File: src/rtl/rei_pkg.sv
package rei_pkg;

    typedef enum logic [1:0] {
        SRC_OFF    = 2'd0,
        SRC_LOCAL  = 2'd1,
        SRC_FORCED = 2'd2,
        SRC_PROT   = 2'd3
    } rei_src_e;

    typedef enum logic {
        INS_IDLE  = 1'b0,
        INS_ARMED = 1'b1
    } ins_state_e;

endpackage

File: src/rtl/rei_err_count.sv
module rei_err_count #(
    parameter int BIP_W = 8,
    parameter int CW    = $clog2(BIP_W + 1)
) (
    input  logic             clk,
    input  logic             rst_n,
    input  logic             frame_start,
    input  logic             err_valid,
    input  logic [BIP_W-1:0] b3_rx,
    input  logic [BIP_W-1:0] bip_calc,
    output logic [CW-1:0]    cnt
);

    logic [BIP_W-1:0] diff;
    logic [CW-1:0]    meas;

    always_comb begin
        diff = b3_rx ^ bip_calc;
        meas = '0;
        for (int i = 0; i < BIP_W; i++) begin
            meas = meas + CW'(diff[i]);
        end
    end

    // A fresh measurement always wins; otherwise a frame strobe drains the count.
    always_ff @(posedge clk) begin
        if (!rst_n) begin
            cnt <= '0;
        end else if (err_valid) begin
            cnt <= meas;
        end else if (frame_start) begin
            cnt <= '0;
        end
    end

    AST_CNT_DRAIN: assert property (@(posedge clk) disable iff (!rst_n)
        frame_start && !err_valid |=> cnt == '0);

    AST_CNT_BOUND: assert property (@(posedge clk) disable iff (!rst_n)
        err_valid |=> cnt <= CW'(BIP_W));

endmodule

File: src/rtl/rei_ins_ctrl.sv
module rei_ins_ctrl
    import rei_pkg::*;
(
    input  logic clk,
    input  logic rst_n,
    input  logic frame_start,
    input  logic ins_pulse,
    output logic ins_req
);

    ins_state_e state_q, state_d;

    always_comb begin
        state_d = state_q;
        unique case (state_q)
            INS_IDLE: begin
                if (ins_pulse) state_d = INS_ARMED;
            end
            INS_ARMED: begin
                if (frame_start && !ins_pulse) state_d = INS_IDLE;
            end
            default: state_d = INS_IDLE;
        endcase
    end

    always_ff @(posedge clk) begin
        if (!rst_n) state_q <= INS_IDLE;
        else        state_q <= state_d;
    end

    always_comb begin
        ins_req = (state_q == INS_ARMED);
    end

    AST_PULSE_ARMS: assert property (@(posedge clk) disable iff (!rst_n)
        ins_pulse |=> ins_req);

    AST_ARM_HOLDS: assert property (@(posedge clk) disable iff (!rst_n)
        ins_req && !frame_start |=> ins_req);

    AST_FRAME_DISARMS: assert property (@(posedge clk) disable iff (!rst_n)
        frame_start && !ins_pulse |=> !ins_req);

endmodule

File: src/rtl/rei_chan_sel.sv
module rei_chan_sel
    import rei_pkg::*;
#(
    parameter int BIP_W = 8,
    parameter int CW    = $clog2(BIP_W + 1)
) (
    input  logic          clk,
    input  logic          rst_n,
    input  logic          frame_start,
    input  logic          chan_en,
    input  logic          inh,
    input  logic          prot_sel,
    input  logic [CW-1:0] prot_val,
    input  logic [CW-1:0] local_cnt,
    input  logic          ins_req,
    output logic [CW-1:0] rei
);

    localparam logic [CW-1:0] CNT_MAX = CW'(BIP_W);

    rei_src_e src_q, src_d;
    logic [CW-1:0] prot_clamped;

    always_comb begin
        prot_clamped = (prot_val > CNT_MAX) ? CNT_MAX : prot_val;
        if (!chan_en)      src_d = SRC_OFF;
        else if (prot_sel) src_d = SRC_PROT;
        else if (inh)      src_d = SRC_FORCED;
        else               src_d = SRC_LOCAL;
    end

    // State register: source used by the current outgoing frame.
    always_ff @(posedge clk) begin
        if (!rst_n)           src_q <= SRC_OFF;
        else if (frame_start) src_q <= src_d;
    end

    // Output register: REI nibble for the current outgoing frame.
    always_ff @(posedge clk) begin
        if (!rst_n) begin
            rei <= '0;
        end else if (frame_start) begin
            unique case (src_d)
                SRC_OFF:    rei <= '0;
                SRC_LOCAL:  rei <= local_cnt;
                SRC_FORCED: rei <= ins_req ? CW'(1) : '0;
                SRC_PROT:   rei <= prot_clamped;
                default:    rei <= '0;
            endcase
        end
    end

    AST_REI_MAX: assert property (@(posedge clk) disable iff (!rst_n)
        rei <= CNT_MAX);

    AST_FORCED_LIMIT: assert property (@(posedge clk) disable iff (!rst_n)
        src_q == SRC_FORCED |-> rei <= CW'(1));

    AST_OFF_ZERO: assert property (@(posedge clk) disable iff (!rst_n)
        src_q == SRC_OFF |-> rei == '0);

    AST_HOLD: assert property (@(posedge clk) disable iff (!rst_n)
        !frame_start |=> $stable(rei));

endmodule

File: src/rtl/path_rei_gen.sv
module path_rei_gen #(
    parameter int NCH   = 3,
    parameter int BIP_W = 8
) (
    input  logic                                  clk,
    input  logic                                  rst_n,
    input  logic                                  frame_start,
    input  logic [NCH-1:0]                        err_valid,
    input  logic [NCH*BIP_W-1:0]                  b3_rx,
    input  logic [NCH*BIP_W-1:0]                  bip_calc,
    input  logic [NCH-1:0]                        inhibit,
    input  logic                                  ins_pulse,
    input  logic                                  stm1_mode,
    input  logic                                  prot_sel,
    input  logic [NCH*$clog2(BIP_W+1)-1:0]        prot_rei,
    output logic [NCH*$clog2(BIP_W+1)-1:0]        rei_out
);

    localparam int CW = $clog2(BIP_W + 1);

    logic ins_req;

    rei_ins_ctrl u_ins (
        .clk         (clk),
        .rst_n       (rst_n),
        .frame_start (frame_start),
        .ins_pulse   (ins_pulse),
        .ins_req     (ins_req)
    );

    for (genvar c = 0; c < NCH; c++) begin : g_ch
        logic [CW-1:0] cnt;
        logic          chan_en;
        logic          inh_eff;

        if (c == 0) begin : g_lead
            always_comb begin
                chan_en = 1'b1;
                inh_eff = inhibit[0];
            end
        end else begin : g_trib
            always_comb begin
                chan_en = !stm1_mode;
                inh_eff = inhibit[c];
            end
        end

        rei_err_count #(.BIP_W(BIP_W), .CW(CW)) u_cnt (
            .clk         (clk),
            .rst_n       (rst_n),
            .frame_start (frame_start),
            .err_valid   (err_valid[c]),
            .b3_rx       (b3_rx[c*BIP_W +: BIP_W]),
            .bip_calc    (bip_calc[c*BIP_W +: BIP_W]),
            .cnt         (cnt)
        );

        rei_chan_sel #(.BIP_W(BIP_W), .CW(CW)) u_sel (
            .clk         (clk),
            .rst_n       (rst_n),
            .frame_start (frame_start),
            .chan_en     (chan_en),
            .inh         (inh_eff),
            .prot_sel    (prot_sel),
            .prot_val    (prot_rei[c*CW +: CW]),
            .local_cnt   (cnt),
            .ins_req     (ins_req),
            .rei         (rei_out[c*CW +: CW])
        );
    end

    if (NCH > 1) begin : g_stm1_chk
        AST_STM1_TRIB_ZERO: assert property (@(posedge clk) disable iff (!rst_n)
            frame_start && stm1_mode |=> rei_out[NCH*CW-1:CW] == '0);
    end

    AST_PROT_PASS: assert property (@(posedge clk) disable iff (!rst_n)
        frame_start && prot_sel && prot_rei[CW-1:0] <= CW'(BIP_W)
        |=> rei_out[CW-1:0] == $past(prot_rei[CW-1:0]));

endmodule

File: config.mk
export PLATFORM = sky130hd
export DESIGN_NAME = path_rei_gen
export DESIGN_NICKNAME = d
export VERILOG_FILES = /design/src/rtl/rei_pkg.sv /design/src/rtl/rei_err_count.sv /design/src/rtl/rei_ins_ctrl.sv /design/src/rtl/rei_chan_sel.sv /design/src/rtl/path_rei_gen.sv
export SDC_FILE = /design/constraint.sdc
export NUM_CORES = 1
export LEC_CHECK = 0
export BUFFER_PORTS_ARGS = -buffer_cell sky130_fd_sc_hd__clkbuf_2
export CAP_MARGIN = 5
export CORE_AREA = 5 5 72 74
export DETAILED_ROUTE_END_ITERATION = 16
export DIE_AREA = 0 0 77 79
export PLACE_DENSITY = 0.75
export SYNTH_ARGS = -nofsm -noshare
export SYNTH_HDL_FRONTEND = slang
export SYNTH_SLANG_ARGS = --single-unit
File: constraint.sdc
create_clock -name clk -period 3.1 [get_ports clk]
set_input_delay 0.465 -clock clk [delete_from_list [all_inputs] [get_ports clk]]
set_output_delay 0.465 -clock clk [all_outputs]
set_load 0.005 [all_outputs]
* After elaboration in Yosys (flattened, before gate mapping) *
Cells that the tools add are included.

cells by class
  add/sub/neg operators = 21
  $lt $le $gt $ge = 3
  equal/unequal tests = 9
  multiplexer cells = 22
  bitwise logic cells = 4
  reduce and logical (&&, ||, !) cells = 8

operators with widths
  operator            count
  $add 4x1->4         18
  $pmux 4 s4          3
  $mux 4              7
  $xor 8x8->8         3
  $mux 2              8
  $eq 2x2->1 const B  6
  $gt 4x4->1 const B  3
  $add 1x1->2         3
  $eq 2x1->1 const B  3
  $logic_not 2->1     3
  $reduce_bool 2->1   3
  $mux 1              3
  $pmux 1 s2          1
  $logic_and 1x1->1   1
  $logic_not 1->1     1
  $not 1->1           1

storage, ports and cells
  bits in registers = 25
  bits of input ports = 72
  output and inout port bits = 12
  word-level logic and storage cells = 74

* Logic depth before layout (Yosys ltp) *
  depth in word-level cells = 9
  gate-level depth with buffers = 11
  gate-level depth less buffers = 11

* By module *
From an unflattened synthesis, not the netlist that was laid out.

unflattened totals
  cell total of the unflattened synthesis = 179
  area, all modules = 1,783.0 µm²

modules (own cells, without submodules)
  module         times used  cells an instance  area each (µm²)  sequential area each (µm²)
  rei_err_count  3           36                 375.4            80.1
  rei_chan_sel   3           22                 202.7            80.1
  rei_ins_ctrl   1           3                  41.3             20.0
  path_rei_gen   1           2                  7.5              0.0

* Worst setup path before layout *
No wires, ideal clock.

  path kind = input to register
  start = input bip_calc[16]
  end = register g_ch[2].u_cnt.cnt[1]
  setup time = 0.115 ns
  arrival time = 3.078 ns
  required time = 2.985 ns
  path slack = -0.093 ns
  stages = 10
  buffers on the path = 0
  cell sequence = xor2_1 > ha_1 > fa_1 > inv_1 > fa_1 > fa_1 > inv_1 > fa_1 > a21oi_1 > nor2b_1

between the ends
  word-level cells in the longest chain between the ends = 9

RTL lines
  element                   RTL line             source
  start: declaration        path_rei_gen.sv:10   input logic [NCH*BIP_W-1:0] bip_calc,
  $xor 8x8->8               rei_err_count.sv:18  diff = b3_rx ^ bip_calc;
  $add 1x1->2               rei_err_count.sv:21  meas = meas + CW'(diff[i]);
  $add 4x1->4 (6 in a row)  rei_err_count.sv:21
  $mux 4                    rei_err_count.sv:29  end else if (err_valid) begin
  end signal: assignment    rei_err_count.sv:30  cnt <= meas;
  end: declaration          rei_err_count.sv:11  output logic [CW-1:0] cnt

No other way between the ends.
A chain may end at the register's enable or synchronous reset.

* Worst setup path in the final report *
  start = input bip_calc[0]
  end = register g_ch[0].u_cnt.cnt[1]

between the ends
  word-level cells in the longest chain between the ends = 9

RTL lines
  element                   RTL line
  $xor 8x8->8               rei_err_count.sv:18
  $add 1x1->2               rei_err_count.sv:21
  $add 4x1->4 (6 in a row)  rei_err_count.sv:21
  $mux 4                    rei_err_count.sv:29
  end signal: assignment    rei_err_count.sv:30
  end: declaration          rei_err_count.sv:11

No other way between the ends.

==> results.json <==
{
  "die_wd_um": 77,
  "timing_max_transition_violations_final": 0,
  "mean_cell_area_of_the_mapped_netlist_um2": 9.56,
  "maxCapViolations": 0,
  "first_global_vias": 1522,
  "crit_buf_inv": 3,
  "busiest_layer": "met2",
  "worstPathCellList": "clkbuf_2 -> xor2_1 -> ha_1 -> fa_1 -> inv_1 -> fa_1 -> fa_2 -> inv_1 -> fa_1 -> a21oi_1 -> nor2b_1",
  "yosysSeqAreaShare_pct": 27.1,
  "prevailing_post_synth_register_cell": "sky130_fd_sc_hd__dfxtp_1",
  "rsz0062_at_grt": "no",
  "clock_power_share_pct": 19.0,
  "netlist_area_mm2": 0.00185,
  "synth.largest_area_cell": "sky130_fd_sc_hd__dfxtp_1",
  "comb_power_share_pct": 43.8,
  "tritoncts": "done",
  "slew-limit-headroom_pct": 66.9,
  "die_area_mm2": 0.00608,
  "cts.repair_timing.setup_buffer_count": 0,
  "worst-slew-pin-transition_ns": 0.496,
  "tritoncts.num_buffers": 3,
  "cp_data_required_time_ns": 3.26,
  "timing.hold.worst.class": "primary input to register",
  "synthesis.instances": 193,
  "post-route-min-period_ns": 2.98,
  "slowest_delay_ns": 0.53,
  "number_of_vias_per_cell_after_detailed_routing": 4.86,
  "dpl.cell_count": 320,
  "routed_wire_length_per_instance_um": 12.0,
  "post-route-period-util_pct": 96.3,
  "power_per_cell_area_mw_per_mm2": 443,
  "cp_max_fo": 2,
  "fraction_of_power_spent_switching_nets_pct": 33.0,
  "timing.critical_path.arrival_ns": 3.14,
  "ctsLongestPathBuffers": 2,
  "maxClockFrequency_ghz": 0.335,
  "synth_area_leaders": "sky130_fd_sc_hd__dfxtp_1, sky130_fd_sc_hd__fa_1, sky130_fd_sc_hd__xor2_1",
  "buffer_ports.inserted": 83,
  "clock-sinks": 25,
  "fill_cells": 441,
  "final_net_count": 364,
  "cp-start-kind": "primary input",
  "finalNonFillerCells": 324,
  "cts-hold-fix-buffers": 0,
  "postCtsResizedCells": 0,
  "globalRouteMet1Util_pct": 14.7,
  "worst_hold_slack_ns": 0.419,
  "postSynthNetCount": 286,
  "floorplan.initialDensity_pct": 40.7,
  "skew_ns": 0.00925,
  "crit_path_frequent_cell": "sky130_fd_sc_hd__fa_1",
  "synthesis.yosys.warnings": 0,
  "number_of_enable_type_register_cells_in_the_synthesized_netlist": 0,
  "antenna_found_initial": 0,
  "cts.root.buffer_cell": "sky130_fd_sc_hd__clkbuf_8",
  "layout_area_growth_over_synthesis_pct": 24.6,
  "max-vdd-ir-drop_mv": 0.201,
  "detailroute.via_count": 1574,
  "die_height_um": 79,
  "hpwl_dp_mm": 3.24,
  "detail_route.iter0.violations": 46,
  "leakage_nw": 1.06,
  "postSynthRegisterBits": 25,
  "asyncSetResetFlopFracSynth_pct": 0,
  "htree_levels": 1,
  "power_switching_mw": 0.336,
  "endpoint_kind": "register",
  "antennaDiodeCount": 0,
  "fraction_of_final_layout_cells_sized_beyond_drive_strength_1_pct": 34.8,
  "finalHoldViolCount": 0,
  "cpLargestDelayFamily": "adder cells",
  "globalRouteMet3Util_pct": 3.51,
  "cellInternalPower_mw": 0.683,
  "global_route.usage.total_pct": 12.8,
  "synth_top_cell_area_share_pct": 27.1,
  "globalRoute.totalOverflow": 0,
  "grt_start_max_net_pins": 26,
  "clock_slew_seen_by_the_registers_of_the_worst_setup_and_hold_paths_ns": 0.09,
  "clk-insertion-delay-late_ns": 0.27,
  "gr-usage-met2_pct": 23.6,
  "p_total_mw": 1.02,
  "detail_route.wirelength_mm": 3.90,
  "status": "finished, final reports clean",
  "setup-violations-final": 0,
  "fraction_of_power_consumed_by_sequential_logic_pct": 37.1,
  "ios": 84,
  "critPathKind": "primary input to register",
  "drt_drc_violations_left": 0,
  "dr.pass1.iters": 4,
  "rows": 25,
  "grt_pass1_wl_mm": 6.47,
  "ant_nets": 0,
  "core_area_mm2": 0.00454,
  "yosysUniqueCellTypes": 34,
  "critical_path_top_delay_cell": "sky130_fd_sc_hd__fa_1",
  "finalWeightedCongestion": 0.706
}
## layer usage
layer / vias up / routed length [um] / part of all wire, %
li1: 810 / - / -
met1: 718 / 1550 / 40
met2: 44 / 2050 / 53
met3: 2 / 274 / 7.0
met4: 0 / 20 / 0.51
met5: - / 0 / 0
## cell usage after synthesis, types with 3 or more instances
cell type / n
sky130_fd_sc_hd__o21a_1: 3
sky130_fd_sc_hd__xor2_1: 15
sky130_fd_sc_hd__nor3b_1: 15
sky130_fd_sc_hd__nor2b_1: 17
sky130_fd_sc_hd__o211ai_1: 3
sky130_fd_sc_hd__fa_1: 12
sky130_fd_sc_hd__xnor2_1: 12
sky130_fd_sc_hd__dfxtp_1: 25
sky130_fd_sc_hd__nand3_1: 7
sky130_fd_sc_hd__a21boi_0: 4
sky130_fd_sc_hd__o21ai_0: 7
sky130_fd_sc_hd__buf_2: 3
sky130_fd_sc_hd__a31oi_1: 3
sky130_fd_sc_hd__nor2_1: 3
sky130_fd_sc_hd__ha_1: 9
sky130_fd_sc_hd__a21oi_1: 17
sky130_fd_sc_hd__inv_1: 13
## worst paths after layout
kind	end	depth (start not counted)	startpoint	slack (ns)
setup / recovery	g_ch[0].u_cnt.cnt[1]$_SDFFE_PN0P_	11	bip_calc[0]	0.12
hold / removal	u_ins.ins_req$_SDFF_PN0_	3	ins_pulse	0.42
setup reg to reg	g_ch[2].u_sel.rei[0]$_SDFFE_PN0P_	3	g_ch[2].u_cnt.cnt[0]$_SDFFE_PN0P_	2.11
hold reg to reg	g_ch[1].u_sel.rei[1]$_SDFFE_PN0P_	2	g_ch[1].u_sel.rei[1]$_SDFFE_PN0P_	0.49
## per-stage QoR
| stage | util [%] | setup TNS, ns | instance area [um2] | worst slack [ns] |
|---|---|---|---|---|
| final | 50.7 | 0 | 2300 | 0.116 |
| after global routing | 50.7 | 0 | 2300 | 0.00368 |
| after CTS | 50.7 | 0 | 2300 | 0.0928 |
| after detailed placement | 49.6 | -0.928 | 2250 | -0.197 |
| after global placement | 49.6 | -0.627 | 2250 | -0.141 |
| after floorplan | - | 0 | 1850 | 0.00775 |
## cell families (layout without fill, tap and decap cells)
family                   count (synthesis)  in the layout  synth area share, %
AND/OR/NAND/NOR                         50             50                 17.4
AO/OA/AOI/OAI                           45             45                 15.5
XOR/XNOR                                27             27                 12.8
flip-flops                              25             25                 27.1
buffers and inverters                   24            101                 7.46
adder cells (fa/ha/maj)                 21             21                 19.1
multiplexers                             1              1                0.610
## cell usage in the layout (no fill, tap or decap), types with 4 or more instances in the layout
master / n
sky130_fd_sc_hd__o21ai_0: 7
sky130_fd_sc_hd__nor3b_1: 15
sky130_fd_sc_hd__ha_1: 9
sky130_fd_sc_hd__xor2_1: 15
sky130_fd_sc_hd__nor2b_1: 17
sky130_fd_sc_hd__dfxtp_1: 25
sky130_fd_sc_hd__inv_1: 13
sky130_fd_sc_hd__a21boi_0: 4
sky130_fd_sc_hd__clkbuf_2: 83
sky130_fd_sc_hd__nand3_1: 7
sky130_fd_sc_hd__fa_1: 9
sky130_fd_sc_hd__xnor2_1: 12
sky130_fd_sc_hd__a21oi_1: 17
## worst register-to-register path, cell delays in order (launching register included)
cell and delay (ns):
sky130_fd_sc_hd__dfxtp_1 0.32, sky130_fd_sc_hd__nor2b_1 0.12, sky130_fd_sc_hd__a211o_1 0.26, sky130_fd_sc_hd__a32o_1 0.20
## layout make-up
class                      count  area (um2)  share of cell area, %
inverter                      14        52.6                   2.29
clock buffer                   3        41.3                   1.80
tap                           54        67.6                   2.94
multi-input combinational    144        1210                   52.8
timing repair buffer          83         415                   18.1
clock inverter                 1        7.51                  0.326
sequential                    25         500                   21.8
## registers in the layout, summed over array words and instances, names as in the netlist
signal	flops
u_ins.ins_req	1
g_ch.u_sel.rei	12
g_ch.u_cnt.cnt	12
## power groups by stage
| stage | Combinational (mW) | Sequential (mW) | Clock, mW |
|---|---|---|---|
| 3_3_place_gp | 0.434 | 0.385 | 0 |
| 5_1_grt | 0.521 | 0.383 | 0.216 |
| 4_1_cts | 0.459 | 0.379 | 0.203 |
| 3_5_place_dp | 0.456 | 0.386 | 0 |
| 2_1_floorplan | 0.342 | 0.381 | 0 |
| 6_report | 0.447 | 0.379 | 0.194 |
Power figures use the tool's default switching activity.
